[config.mk]
export PLATFORM = sky130hd
export DESIGN_NAME = keyed_watchdog
export DESIGN_NICKNAME = d
export VERILOG_FILES = /design/src/rtl/wdt_pkg.sv /design/src/rtl/wdt_ctrl.sv /design/src/rtl/wdt_datapath.sv /design/src/rtl/keyed_watchdog.sv
export SDC_FILE = /design/constraint.sdc
export NUM_CORES = 1
export LEC_CHECK = 0
export BUFFER_PORTS_ARGS = -buffer_cell sky130_fd_sc_hd__buf_2
export CAP_MARGIN = 0
export CORE_MARGIN = 4
export CORE_UTILIZATION = 41
export CTS_BUF_LIST = sky130_fd_sc_hd__clkbuf_8
export DETAILED_ROUTE_END_ITERATION = 8
export GPL_TIMING_DRIVEN = 0
export PLACE_DENSITY = 0.72
export SLEW_MARGIN = 5
export SYNTH_ARGS = -nofsm -noshare
export SYNTH_HDL_FRONTEND = slang
export SYNTH_SLANG_ARGS = --single-unit
[constraint.sdc]
create_clock -name clk -period 2.9 [get_ports clk]
set_input_delay 0.29 -clock clk [delete_from_list [all_inputs] [get_ports clk]]
set_output_delay 0.29 -clock clk [all_outputs]
set_load 0.005 [all_outputs]
[src/rtl/wdt_pkg.sv]
package wdt_pkg;
  localparam int CNT_W  = 8;
  localparam int RATE_W = 3;
  localparam int ADDR_W = 3;

  localparam logic [7:0] KEY_CTRL  = 8'hA5;
  localparam logic [7:0] KEY_COUNT = 8'h5A;
  localparam logic [7:0] KEY_RSTEN = 8'h5A;
  localparam logic [7:0] KEY_CLEAR = 8'hA5;

  localparam logic [ADDR_W-1:0] OFS_CTRL  = 3'd0;
  localparam logic [ADDR_W-1:0] OFS_COUNT = 3'd2;
  localparam logic [ADDR_W-1:0] OFS_RSTC  = 3'd4;

  // strobes and configuration passed from control to datapath
  typedef struct packed {
    logic              cntLoad;
    logic [CNT_W-1:0]  cntVal;
    logic              runEn;
    logic              wdMode;
    logic              rstEn;
    logic [RATE_W-1:0] rateSel;
  } wdtCmd_t;
endpackage

[src/rtl/wdt_ctrl.sv]
module wdt_ctrl
  import wdt_pkg::*;
(
  input  logic              clk,
  input  logic              rstN,
  input  logic              wrEn,
  input  logic [ADDR_W-1:0] wrAddr,
  input  logic [15:0]       wrData,
  input  logic              rdEn,
  input  logic [ADDR_W-1:0] rdAddr,
  input  logic [CNT_W-1:0]  count,
  input  logic              ovfTick,
  output wdtCmd_t           cmd,
  output logic [7:0]        rdData
);
  logic [7:0] ctrlReg;
  logic       rstEnReg;
  logic       ovfFlag;
  logic       armed;

  logic [7:0] wKey;
  logic [7:0] wVal;
  logic       ctrlWr, countWr, rstEnWr, clearReq, flagSet, flagRead, flagClr;

  assign wKey = wrData[15:8];
  assign wVal = wrData[7:0];

  always_comb begin
    ctrlWr   = wrEn && (wrAddr == OFS_CTRL)  && (wKey == KEY_CTRL);
    countWr  = wrEn && (wrAddr == OFS_COUNT) && (wKey == KEY_COUNT);
    rstEnWr  = wrEn && (wrAddr == OFS_RSTC)  && (wKey == KEY_RSTEN);
    clearReq = wrEn && (wrAddr == OFS_RSTC)  && (wKey == KEY_CLEAR);
    flagSet  = ovfTick && ctrlReg[6];
    flagRead = rdEn && (rdAddr == OFS_RSTC) && ovfFlag;
    flagClr  = clearReq && armed && !flagSet;
  end

  always_ff @(posedge clk or negedge rstN) begin
    if (!rstN) begin
      ctrlReg  <= '0;
      rstEnReg <= 1'b0;
    end else begin
      if (ctrlWr)  ctrlReg  <= wVal;
      if (rstEnWr) rstEnReg <= wVal[6];
    end
  end

  // overflow flag with read-before-clear qualifier
  always_ff @(posedge clk or negedge rstN) begin
    if (!rstN) begin
      ovfFlag <= 1'b0;
      armed   <= 1'b0;
    end else if (flagSet) begin
      ovfFlag <= 1'b1;
      armed   <= 1'b0;
    end else if (flagClr) begin
      ovfFlag <= 1'b0;
      armed   <= 1'b0;
    end else if (flagRead) begin
      armed   <= 1'b1;
    end
  end

  always_comb begin
    cmd.cntLoad = countWr;
    cmd.cntVal  = wVal[CNT_W-1:0];
    cmd.runEn   = ctrlReg[5];
    cmd.wdMode  = ctrlReg[6];
    cmd.rstEn   = rstEnReg;
    cmd.rateSel = ctrlReg[RATE_W-1:0];
  end

  always_comb begin
    unique case (rdAddr)
      OFS_CTRL:  rdData = ctrlReg;
      OFS_COUNT: rdData = 8'(count);
      OFS_RSTC:  rdData = {ovfFlag, rstEnReg, 6'b0};
      default:   rdData = 8'h00;
    endcase
  end

  p_ctrl_key_r4: assert property (@(posedge clk) disable iff (!rstN)
    (wrEn && wrAddr == OFS_CTRL && wKey != KEY_CTRL) |=> $stable(ctrlReg));

  p_rsten_key_r4: assert property (@(posedge clk) disable iff (!rstN)
    (wrEn && !(wrAddr == OFS_RSTC && wKey == KEY_RSTEN)) |=> $stable(rstEnReg));

  p_flag_set_r7: assert property (@(posedge clk) disable iff (!rstN)
    (ovfTick && cmd.wdMode) |=> ovfFlag);

  p_clear_needs_read_r9: assert property (@(posedge clk) disable iff (!rstN)
    $fell(ovfFlag) |-> $past(armed));
endmodule

[src/rtl/wdt_datapath.sv]
module wdt_datapath
  import wdt_pkg::*;
#(
  parameter int PULSE_LEN = 32
) (
  input  logic             clk,
  input  logic             rstN,
  input  wdtCmd_t          cmd,
  output logic [CNT_W-1:0] count,
  output logic             ovfTick,
  output logic             wdtReset
);
  localparam int MAX_RATE = (1 << RATE_W) - 1;
  localparam int PRE_W    = 2 + 2 * MAX_RATE;
  localparam int SH_W     = $clog2(PRE_W + 1);
  localparam int PL_W     = $clog2(PULSE_LEN + 1);

  logic [PRE_W-1:0] preCnt;
  logic [PRE_W-1:0] preLimit;
  logic [SH_W-1:0]  shAmt;
  logic             tick;
  logic [PL_W-1:0]  pulseCnt;

  // terminal count = 2^(2+2k) - 1
  always_comb begin
    shAmt    = SH_W'(PRE_W - 2) - SH_W'({cmd.rateSel, 1'b0});
    preLimit = {PRE_W{1'b1}} >> shAmt;
    tick     = cmd.runEn && (preCnt >= preLimit);
    ovfTick  = tick && (count == {CNT_W{1'b1}});
  end

  always_ff @(posedge clk or negedge rstN) begin
    if (!rstN)               preCnt <= '0;
    else if (!cmd.runEn)     preCnt <= '0;
    else if (tick)           preCnt <= '0;
    else                     preCnt <= preCnt + 1'b1;
  end

  always_ff @(posedge clk or negedge rstN) begin
    if (!rstN)            count <= '0;
    else if (cmd.cntLoad) count <= cmd.cntVal;
    else if (tick)        count <= count + 1'b1;
  end

  always_ff @(posedge clk or negedge rstN) begin
    if (!rstN)
      pulseCnt <= '0;
    else if (ovfTick && cmd.wdMode && cmd.rstEn)
      pulseCnt <= PL_W'(PULSE_LEN);
    else if (pulseCnt != '0)
      pulseCnt <= pulseCnt - 1'b1;
  end

  assign wdtReset = (pulseCnt != '0);

  p_hold_r6: assert property (@(posedge clk) disable iff (!rstN)
    (!cmd.runEn && !cmd.cntLoad) |=> $stable(count));

  p_load_r2: assert property (@(posedge clk) disable iff (!rstN)
    cmd.cntLoad |=> (count == $past(cmd.cntVal)));

  p_reset_cause_r8: assert property (@(posedge clk) disable iff (!rstN)
    $rose(wdtReset) |-> $past(ovfTick && cmd.wdMode && cmd.rstEn));
endmodule

[src/rtl/keyed_watchdog.sv]
module keyed_watchdog
  import wdt_pkg::*;
#(
  parameter int PULSE_LEN = 32
) (
  input  logic              clk,
  input  logic              rstN,
  input  logic              wrEn,
  input  logic [ADDR_W-1:0] wrAddr,
  input  logic [15:0]       wrData,
  input  logic              rdEn,
  input  logic [ADDR_W-1:0] rdAddr,
  output logic [7:0]        rdData,
  output logic              wdtReset
);
  wdtCmd_t          cmd;
  logic [CNT_W-1:0] count;
  logic             ovfTick;

  wdt_ctrl i_ctrl (
    .clk     (clk),
    .rstN    (rstN),
    .wrEn    (wrEn),
    .wrAddr  (wrAddr),
    .wrData  (wrData),
    .rdEn    (rdEn),
    .rdAddr  (rdAddr),
    .count   (count),
    .ovfTick (ovfTick),
    .cmd     (cmd),
    .rdData  (rdData)
  );

  wdt_datapath #(.PULSE_LEN(PULSE_LEN)) i_datapath (
    .clk      (clk),
    .rstN     (rstN),
    .cmd      (cmd),
    .count    (count),
    .ovfTick  (ovfTick),
    .wdtReset (wdtReset)
  );
endmodule

# After elaboration in Yosys (flattened, before gate mapping)
# Cells that the tools add are included.
totals:
  ff_bits: 41
  output_inout_bits: 9
  word_cells: 55
classes:
  n_addsub: 4
  order_cmp: 1
  n_eq_ne: 7
  shifts: 1
  mux: 12
  reduce_logical: 23
op_table:
  columns: ["operator", "count"]
  rows:
  - ["16-bit 2-to-1 mux", 2]
  - ["8-bit one-hot mux with 3 select lines", 1]
  - ["16-bit by 1-bit adder with 16-bit output, second input constant", 1]
  - ["8-bit equality test, second input constant", 2]
  - ["16-bit greater-or-equal comparator", 1]
  - ["8-bit 2-to-1 mux", 2]
  - ["16-bit by 5-bit right shift with 16-bit output, first input constant", 1]
  - ["1-bit logical AND", 15]
  - ["6-bit 2-to-1 mux", 2]
  - ["8-bit by 1-bit adder with 8-bit output, second input constant", 1]
  - ["8-bit by 7-bit equality test with 1-bit output, second input constant", 1]
  - ["3-bit by 2-bit equality test with 1-bit output, second input constant", 2]
  - ["3-bit equality test, second input constant", 2]
  - ["3-bit zero test", 2]
  - ["2-bit nonzero test", 3]
  - ["6-bit nonzero test", 1]
  - ["6-bit by 1-bit subtractor with 6-bit output, second input constant", 1]
  - ["1-bit 2-to-1 mux", 5]
  - ["4-bit by 4-bit subtractor with 5-bit output, first input constant", 1]
  - ["3-bit nonzero test", 1]
  - ["1-bit zero test", 1]

# Longest topological paths before layout
# Gate-level depths: netlist of the first run.
depth:
  word_depth: 10
  depth_mapped: 10

# Hierarchy
# From an unflattened synthesis of the first run, not the netlist that was laid out.
hier_totals:
  hier_cells: 285
  area_unflattened_um2: 2708.8
modules_own_cells:
  columns: ["mod", "instances", "cells_each", "area_each_um2"]
  rows:
  - ["wdt_datapath", 1, 211, 1913.1]
  - ["wdt_ctrl", 1, 74, 795.8]

# Worst setup path after synthesis of the first run
# Ideal clock, no wire load.
synth_timing:
  kind: "register -> register"
  start: "register i_ctrl.ctrlReg[1]"
  end: "register i_datapath.pulseCnt[5]"
  arrival_time_ps: 2235
  required_time_ps: 2774
  setup_slack_ps: 539
  path_stages_with_launch: 11
  synth_period_minus_slack_ps: 2361
  cell_sequence: "dfrtp_1 -> buf_6 -> o21ai_0 -> ha_1 -> a21oi_1 -> o21ai_0 -> a21oi_2 -> a211oi_2 -> and2_1 -> buf_4 -> a221o_1"
synth_via:
  elab_chain_cells: 8
synth_lines:
  columns: ["element", "line", "text"]
  rows:
  - ["from (decl)", "wdt_ctrl.sv:16", "logic [7:0] ctrlReg;"]
  - ["from (signal assigned)", "wdt_ctrl.sv:43", "if (ctrlWr) ctrlReg <= wVal;"]
  - ["4-bit by 4-bit subtractor with 5-bit output (*)", "wdt_datapath.sv:26", "shAmt = SH_W'(PRE_W - 2) - SH_W'({cmd.rateSel, 1'b0});"]
  - ["16-bit by 5-bit right shift with 16-bit output (*)", "wdt_datapath.sv:27", "preLimit = {PRE_W{1'b1}} >> shAmt;"]
  - ["16-bit greater-or-equal comparator (*)", "wdt_datapath.sv:28", "tick = cmd.runEn && (preCnt >= preLimit);"]
  - ["1-bit logical AND (*)", "wdt_datapath.sv:28", null]
  - ["1-bit logical AND (*)", "wdt_datapath.sv:29", "ovfTick = tick && (count == {CNT_W{1'b1}});"]
  - ["1-bit logical AND (*) (2 in a row)", "wdt_datapath.sv:48", "else if (ovfTick && cmd.wdMode && cmd.rstEn)"]
  - ["6-bit 2-to-1 mux or 2-bit nonzero test (tied branches)", null, null]
  - ["to (signal assigned)", "wdt_datapath.sv:49", "pulseCnt <= PL_W'(PULSE_LEN);"]
  - ["to (signal assigned)", "wdt_datapath.sv:51", "pulseCnt <= pulseCnt - 1'b1;"]
  - ["to (decl)", "wdt_datapath.sv:22", "logic [PL_W-1:0] pulseCnt;"]
# Every way passes the cells marked *; elsewhere a longest branch is shown, timed or not.
# A chain may end at the register's enable or synchronous reset.

# Worst setup path in the final report of the first run
# Ends and elaborated chain as after synthesis.

==> impl_metrics.yaml, run 1 <==
placed_design:
  io_buffers: 33
  dp_hpwl_mm: 3.84
  gp_congestion: 0.781
yosys:
  ys_async_sr_fraction: 1.00
  synthMostInstantiatedCell: "nor2_1"
  yosys_warnings: 0
  synthTopCellsByCount: "nor2_1 (45), dfrtp_1 (41), a21oi_1 (24)"
  seq_area_frac_synth: 0.418
  ys_ff_latch: 41
  synth_cell_types: 43
  synthTopCellsByArea: "dfrtp_1 (42%), nor2_1 (6.9%), ha_1 (6.6%)"
  synth_area_mm2: 0.00245
  netlist_instances: 261
  synth_top_area_share: 0.418
  synth_flop_cell: "dfrtp_1"
  yosys.area.top_type: "dfrtp_1"
  syn_nets: 300
  syn_avg_cell_area_um2: 9.40
  synth_edf_count: 0
run:
  max_cap_violations: 0
sta:
  final_hold_viol_count: 0
  tns_ns: 0
  finalCritPeriodShare: 0.917
  slew_headroom: 0.390
  rsz0062_at_grt: "no"
  period_minus_slack_ns: 2.66
  fmax_mhz: 376
  maxSlewViolCount: 0
  finalSetupViolCount: 0
  skew_ns: 0.00921
  worst_pin_slew_ns: 0.915
grt:
  grt_pass1_wl_mm: 8.80
  grt_usage: 0.149
  antenna_found_initial: 0
  grt_pass1_vias: 1923
  grt.overflow.total: 0
  grt_start_max_net_pins: 42
critical_path:
  cp.required_ns: 3.08
  startpoint_type: "flop"
  arrival_ns: 2.84
  crit_path_start: "i_ctrl.ctrlReg[1]"
  crit_type: "reg2reg"
  r2r_start: "i_ctrl.ctrlReg[1]"
  cp_max_fo: 9
  endpoint_kind: "flop"
floorplanning:
  start_util: 0.435
  design.core.area_mm2: 0.00564
  num_rows: 27
  fp.dieW_um: 85.4
  dieHeight_um: 85.4
  ios: 35
  dieArea_mm2: 0.00729
drt:
  drc: 0
  viasPerCell: 5.21
  ant_nets: 0
  wl_mm: 5.07
  drtIter0Drc: 160
  vias: 1947
  wl_per_cell_um: 13.5
  first_pass_iters: 4
clocking:
  cts_root_buf: "clkbuf_8"
  cts_tree: "done"
  clk_latency_ns: 0.30
  postCtsHoldBufs: 0
  cts-htree-levels: 2
  cts_resized: 0
  clkTransAtPathRegs_ns: 0.08
  cts_sinks: 41
  clk_path_buf_depth: 2
  post-cts-setup-buffer-count: 0
  cts_buffers: 5
final_layout:
  area_growth_pct: 13.9
  drive_gt1_frac: 0.195
  fillers: 533
  num-nets-final: 340
  num_antenna_cells: 0
run_status:
  status: "complete, no violations"
hold_path:
  hold_path.class: "in2async"
power_and_ir_drop:
  p_leak_uw: 0.00125
  ir_drop_mv: 0.262
  finalPower_uw: 1010
  powerDensity_mw_per_mm2: 360
## registers in the layout, indices dropped and copies added, names as in the netlist
signal / count
i_datapath.pulseCnt: 6
i_ctrl.rstEnReg: 1
i_datapath.preCnt: 16
i_ctrl.ovfFlag: 1
i_ctrl.ctrlReg: 8
i_ctrl.armed: 1
i_datapath.count: 8
## layer usage
layer  global-route usage  share of wire  up-vias
li1                     -              -      996
met1                0.192           0.47      915
met2                0.241           0.48       28
met3               0.0282          0.027        8
met4               0.0662          0.022        0
met5                    0              0        -
## stage by stage
| stage | hold slack, ns | instance area (µm²) | utilization | worst slack, ns | instances |
|---|---|---|---|---|---|
| 2_1_floorplan | -0.00559 | 2450 | - | 0.539 | 261 |
| 3_3_place_gp | 0.466 | 2710 | 0.480 | 0.342 | 366 |
| 3_5_place_dp | 0.479 | 2710 | 0.480 | 0.289 | 366 |
| 4_1_cts | 0.151 | 2800 | 0.495 | 0.265 | 374 |
| 5_1_grt | 0.179 | 2800 | 0.495 | 0.0495 | 374 |
| 6_report | 0.125 | 2800 | 0.495 | 0.241 | 374 |
## worst paths after layout
kind,endpoint,slack [ns],depth (start not counted)
max in group asynchronous,i_datapath.preCnt[15],2.21,1
worst max-delay path,i_datapath.pulseCnt[5],0.24,10
worst max register to register,i_datapath.pulseCnt[5],0.24,10
min in group clk,i_ctrl.ctrlReg[4],0.24,2
worst min register to register,i_datapath.preCnt[0],0.49,1
worst min-delay path,i_ctrl.ctrlReg[2],0.12,1
## cell type report
class,instances,area [µm²],area share
Tap cell,72,90.1,0.0322
Multi-Input combinational cell,203,1340,0.481
Clock buffer,5,68.8,0.0246
Buffer,9,53.8,0.0192
Clock inverter,3,17.5,0.00627
Timing Repair Buffer,33,165,0.0591
Sequential cell,41,1030,0.367
Inverter,8,30.0,0.0107
## worst max-delay path, stage by stage (launching register included)
cell	delay (ns)
dfrtp_1	0.38
buf_6	0.13
o21ai_0	0.25
ha_1	0.31
a21oi_1	0.13
o21ai_0	0.16
a21oi_2	0.36
a211oi_2	0.16
and2_1	0.16
buf_4	0.15
a221o_1	0.33
## layout by cell type, fill, tap and decap left out, types with 5 or more instances in the layout
cell,count
a21oi_1,24
buf_2,34
clkbuf_1,5
clkbuf_8,5
dfrtp_1,41
ha_1,13
inv_1,8
mux2_2,9
mux2i_1,9
nand2_1,19
nand3_1,8
nand4_1,9
nor2_1,45
xnor2_1,15
xor2_1,7
## where the power goes
part | switching (µW) | internal [µW] | leakage [µW]
clock network | 201 | 166 | 0.0000439
logic | 36.3 | 28.3 | 0.000673
registers | 1.99 | 573 | 0.000531
total | 240 | 768 | 0.00125
## kinds of logic after synthesis
logic type / count (synthesis) / synth area share
compound gates: 44 / 0.114
xor+xnor: 22 / 0.0785
fa+ha+maj: 13 / 0.0663
buf+inv: 17 / 0.0342
flops: 41 / 0.418
mux: 18 / 0.0780
simple gates: 106 / 0.211
(Power assumes the default switching activity.)
==> run 2, diff against run 1 <==
--- a/config.mk
+++ b/config.mk
@@ -8,11 +8,11 @@
 export BUFFER_PORTS_ARGS = -buffer_cell sky130_fd_sc_hd__buf_2
 export CAP_MARGIN = 0
 export CORE_MARGIN = 4
-export CORE_UTILIZATION = 41
+export CORE_UTILIZATION = 56
 export CTS_BUF_LIST = sky130_fd_sc_hd__clkbuf_8
 export DETAILED_ROUTE_END_ITERATION = 8
 export GPL_TIMING_DRIVEN = 0
-export PLACE_DENSITY = 0.72
+export PLACE_DENSITY = 0.9
 export SLEW_MARGIN = 5
 export SYNTH_ARGS = -nofsm -noshare
 export SYNTH_HDL_FRONTEND = slang
==> run 2 against run 1 <==
  * Via count rose by 5.6%
  * Largest cell class unchanged
  * First-iteration DRC count fell by 38%
  * Critical path depth did not move
  * Design area fell by 0.94%
  * Clock power is 1% higher
==> impl_metrics.yaml, run 2 (synthesis results as in run 1) <==
drt:
  ant_nets: 0
  wl_per_cell_um: 15.3
  wl_mm: 5.37
  drc: 0
  viasPerCell: 5.84
  vias: 2056
  first_pass_iters: 4
  drtIter0Drc: 99
final_layout:
  num_antenna_cells: 0
  final_cell_mix: "nor2_1 (45), dfrtp_1 (41), buf_2 (34)"
  num-nets-final: 340
  final_common_cell: "nor2_1"
  multiInputGateArea_mm2: 0.00134
  top_regs: "i_datapath.preCnt: 16 flops, i_ctrl.ctrlReg: 8 flops, i_datapath.count: 8 flops"
  drive_gt1_frac: 0.192
  regMostFlops: "i_datapath.preCnt"
  largest_register_ffs: 16
  fillers: 331
  area_growth_pct: 12.9
  ff_latch_area_mm2: 0.00103
critical_path:
  cp_max_fo: 9
  endpoint_kind: "flop"
  rr_worst_depth: 10
  cp.required_ns: 3.08
  startpoint_type: "flop"
  crit_type: "reg2reg"
  arrival_ns: 2.85
run:
  max_cap_violations: 0
floorplanning:
  dieArea_mm2: 0.00550
  design.core.area_mm2: 0.00412
  ios: 35
  num_rows: 23
  start_util: 0.596
  fp.dieW_um: 74.2
  dieHeight_um: 74.2
placed_design:
  gp_congestion: 0.871
  io_buffers: 33
  dp_hpwl_mm: 3.89
grt:
  use_met3: 0.0473
  grt_start_max_net_pins: 42
  grt_pass1_vias: 2072
  grtUsageMet1: 0.251
  grt.overflow.total: 0
  grt_pass1_wl_mm: 8.85
  use_met2: 0.372
  grt_usage: 0.213
  grt-busiest-layer: "met2"
  antenna_found_initial: 0
power_and_ir_drop:
  p_leak_uw: 0.00125
  powerDensity_mw_per_mm2: 366
  ir_drop_mv: 0.301
sta:
  tns_ns: 0
  period_minus_slack_ns: 2.67
  maxSlewViolCount: 0
  whs_ns: 0.103
  skew_ns: 0.0125
  finalSetupViolCount: 0
  fmax_mhz: 375
  slew_headroom: 0.406
  worst_pin_slew_ns: 0.892
  final_hold_viol_count: 0
  rsz0062_at_grt: "no"
  finalCritPeriodShare: 0.919
clocking:
  postCtsHoldBufs: 0
  clk_latency_ns: 0.31
  clkTransAtPathRegs_ns: 0.09
  clk_path_buf_depth: 2
  cts_resized: 0
  cts_tree: "done"
  cts_root_buf: "clkbuf_8"
  post-cts-setup-buffer-count: 0
  cts-htree-levels: 2
  cts_sinks: 41
  cts_buffers: 5
hold_path:
  hold_path.class: "in2async"
run_status:
  status: "complete, no violations"
[run 2: changes by cell type in the layout (fill, tap and decap cells not counted), sizes merged]
cell | before | now
inv | 8 | 9
clkinv | 2 | 0
clkinvlp | 1 | 2
[run 2: final cells by class]
type                    instances  share of cell area
inverters                       8              0.0108
repair buffers                 33              0.0596
flip-flops and latches         41               0.371
plain buffers                   9              0.0194
well taps                      50              0.0226
clock buffers                   5              0.0249
clock inverters                 3             0.00678
multi-input cells             203               0.485
[run 2: through the flow]
stage	total power (µW)	cell area (µm²)	cells	utilization	worst slack, ns
final	1010	2770	352	0.673	0.234
after global routing	1050	2770	352	0.673	0.0186
after CTS	1010	2770	352	0.673	0.248
after detailed placement	652	2680	344	0.652	0.283
after global placement	650	2680	344	0.652	0.363
after floorplan	611	2450	261	-	0.539
[run 2: worst paths after layout]
check,startpoint,to,slack [ns]
max in group asynchronous,rstN,i_datapath.pulseCnt[2],2.23
hold / removal,rstN,i_datapath.count[2],0.10
setup reg to reg,i_ctrl.ctrlReg[1],i_datapath.pulseCnt[5],0.23
hold reg to reg,i_datapath.preCnt[0],i_datapath.preCnt[0],0.49
setup / recovery,i_ctrl.ctrlReg[1],i_datapath.pulseCnt[5],0.23
min in group clk,wrData[5],i_ctrl.ctrlReg[5],0.22
[run 2: worst max-delay path, stage by stage (launching register included)]
cell and delay, ns:
dfrtp_1 0.38, buf_6 0.13, o21ai_0 0.25, ha_1 0.31, a21oi_1 0.15, o21ai_0 0.16, a21oi_2 0.34, a211oi_2 0.16
and2_1 0.17, buf_4 0.15, a221o_1 0.34
[run 2: where the power goes]
group	total [µW]	internal [µW]	leakage, µW	switching [µW]
combinational	65.7	28.4	0.000673	37.4
clock	371	166	0.0000416	205
sequential	575	573	0.000531	2.06
[run 2: routing by layer]
| layer | vias up | wire length (µm) |
|---|---|---|
| met4 | 0 | 105 |
| li1 | 1005 | - |
| met3 | 12 | 204 |
| met1 | 1000 | 2320 |
| met5 | - | 0 |
| met2 | 39 | 2740 |
==> run 3, diff against run 2 <==
--- a/config.mk
+++ b/config.mk
@@ -7,7 +7,6 @@
 export LEC_CHECK = 0
 export BUFFER_PORTS_ARGS = -buffer_cell sky130_fd_sc_hd__buf_2
 export CAP_MARGIN = 0
-export CORE_MARGIN = 4
 export CORE_UTILIZATION = 56
 export CTS_BUF_LIST = sky130_fd_sc_hd__clkbuf_8
 export DETAILED_ROUTE_END_ITERATION = 8
==> run 3 against run 2 <==
  * Clock power barely moved
  * Final cell count decreased by 0.28%
  * Global-route usage up 2.8 points
  * Register-to-register slack gained 0.03 ns
  * Flip-flop and latch count unchanged
  * Fmax up 1.2%
  * Die area is 16% lower
  * First-iteration DRC count is 15% lower
  * Via count down 0.49%
  * Sequential power barely moved
  * Critical path type unchanged
==> impl_metrics.yaml, run 3 (synthesis results as in run 1) <==
drt:
  wl_mm: 5.14
  drc: 0
  drtIter0Drc: 84
  viasPerCell: 5.83
  wl_per_cell_um: 14.6
  ant_nets: 0
  first_pass_iters: 4
  vias: 2046
placed_design:
  placed_area_mm2: 0.00268
  io_buffers: 33
  dp_hpwl_mm: 3.81
  dp_cells: 344
  gp_congestion: 0.853
sta:
  rsz0062_at_grt: "no"
  finalCritPeriodShare: 0.909
  slew_headroom: 0.411
  fmax_mhz: 379
  final_hold_viol_count: 0
  skew_ns: 0.00637
  tns_ns: 0
  whs_ns: 0.108
  worst_pin_slew_ns: 0.884
  period_minus_slack_ns: 2.64
  maxSlewViolCount: 0
  finalSetupViolCount: 0
critical_path:
  crit_end: "i_datapath.pulseCnt[5]"
  crit_chain: "buf_6 -> o21ai_0 -> ha_1 -> a21oi_1 -> o21ai_0 -> a21oi_2 -> a211oi_2 -> and2_1 -> buf_4 -> a221o_1"
  slowest_stage: "dfrtp_1"
  cp_max_fo: 9
  rr_worst_depth: 10
  crit_path_start: "i_ctrl.ctrlReg[1]"
  regToRegSetupSlack_ns: 0.26
  arrival_ns: 2.82
  crit_top_cell: "o21ai_0"
  path_buf_inv: 2
  crit_type: "reg2reg"
  startpoint_type: "flop"
  r2r_start: "i_ctrl.ctrlReg[1]"
  cp.required_ns: 3.09
  cp_top_family: "compound AO/OA/AOI/OAI gates"
  crit_path_max_incr_delay_ns: 0.38
  cp.depth: 10
  endpoint_kind: "flop"
  r2r-end: "i_datapath.pulseCnt[5]"
grt:
  grt_pass1_vias: 1820
  grt_usage: 0.241
  grt_pass1_wl_mm: 8.02
  grt.overflow.total: 0
  grt_start_max_net_pins: 42
  antenna_found_initial: 0
power_and_ir_drop:
  p_sw_uw: 224
  ir_drop_mv: 0.279
  p_int_uw: 787
  p_leak_uw: 0.00125
  pwr-share-clk: 0.367
  powerDensity_mw_per_mm2: 365
  p_comb_frac: 0.064
  power_frac_seq: 0.569
  swShare: 0.221
final_layout:
  final_common_cell: "nor2_1"
  area_growth_pct: 12.8
  num_antenna_cells: 0
  top_regs: "i_datapath.preCnt: 16 flops, i_ctrl.ctrlReg: 8 flops, i_datapath.count: 8 flops"
  finalNonFillerCells: 351
  final_cell_mix: "nor2_1 (45), dfrtp_1 (41), buf_2 (34)"
  drive_gt1_frac: 0.189
  regMostFlops: "i_datapath.preCnt"
  largest_register_ffs: 16
  num-nets-final: 340
  postLayoutCellArea_mm2: 0.00277
floorplanning:
  fp.dieW_um: 68.2
  dieHeight_um: 68.2
  ios: 35
  start_util: 0.596
  design.core.area_mm2: 0.00412
  dieArea_mm2: 0.00465
  num_rows: 23
clocking:
  post-cts-setup-buffer-count: 0
  cts_tree: "done"
  postCtsHoldBufs: 0
  clkTransAtPathRegs_ns: 0.07
  cts-htree-levels: 2
  clk_latency_ns: 0.30
  cts_sinks: 41
  cts_resized: 0
  clk_path_buf_depth: 2
  cts_root_buf: "clkbuf_8"
  cts_buffers: 5
run:
  max_cap_violations: 0
run_status:
  status: "complete, no violations"
hold_path:
  hold_path.class: "in2async"
run 3: cell count changes in the layout (fill, tap and decap cells not counted), sizes merged:
cell | previous run | this run
clkinvlp | 2 | 0
clkbuf | 10 | 11
run 3: layout make-up:
type	count	area, µm²
plain buffers	9	53.8
clock buffers	6	82.6
clock inverters	1	3.75
fillers	322	1350
inverters	8	30.0
multi-input cells	203	1340
flip-flops and latches	41	1030
well taps	50	62.6
repair buffers	33	165
run 3: worst min path at each step:
| stage | from | to | slack, ns | depth (start not counted) |
|---|---|---|---|---|
| floorplan | rstN | i_ctrl.armed | -0.006 | 0 |
| global placement | rstN | i_datapath.preCnt[0] | 0.46 | 1 |
| detailed placement | rstN | i_datapath.preCnt[0] | 0.46 | 1 |
| CTS | rstN | i_datapath.preCnt[10] | 0.14 | 1 |
| global route | rstN | i_datapath.preCnt[0] | 0.19 | 1 |
| finish | rstN | i_datapath.preCnt[10] | 0.11 | 1 |
run 3: layer usage:
layer	global-route usage	up-vias	share of wire
li1	-	1001	-
met2	0.392	46	0.51
met4	0.0964	0	0.014
met5	0	-	0
met1	0.301	990	0.44
met3	0.0650	9	0.037
run 3: per-stage QoR:
stage | utilization | worst slack (ns) | power [µW]
2_1_floorplan | - | 0.539 | 611
3_3_place_gp | 0.652 | 0.359 | 649
3_5_place_dp | 0.652 | 0.300 | 652
4_1_cts | 0.673 | 0.286 | 1020
5_1_grt | 0.673 | 0.0680 | 1050
6_report | 0.673 | 0.264 | 1010
run 3: power groups by stage:
stage          sequential [µW]  combinational (µW)  clock [µW]
6_report                   575                64.5         371
3_3_place_gp               586                63.2           0
4_1_cts                    575                65.6         382
3_5_place_dp               586                65.3           0
5_1_grt                    575                72.4         405
2_1_floorplan              586                24.8           0
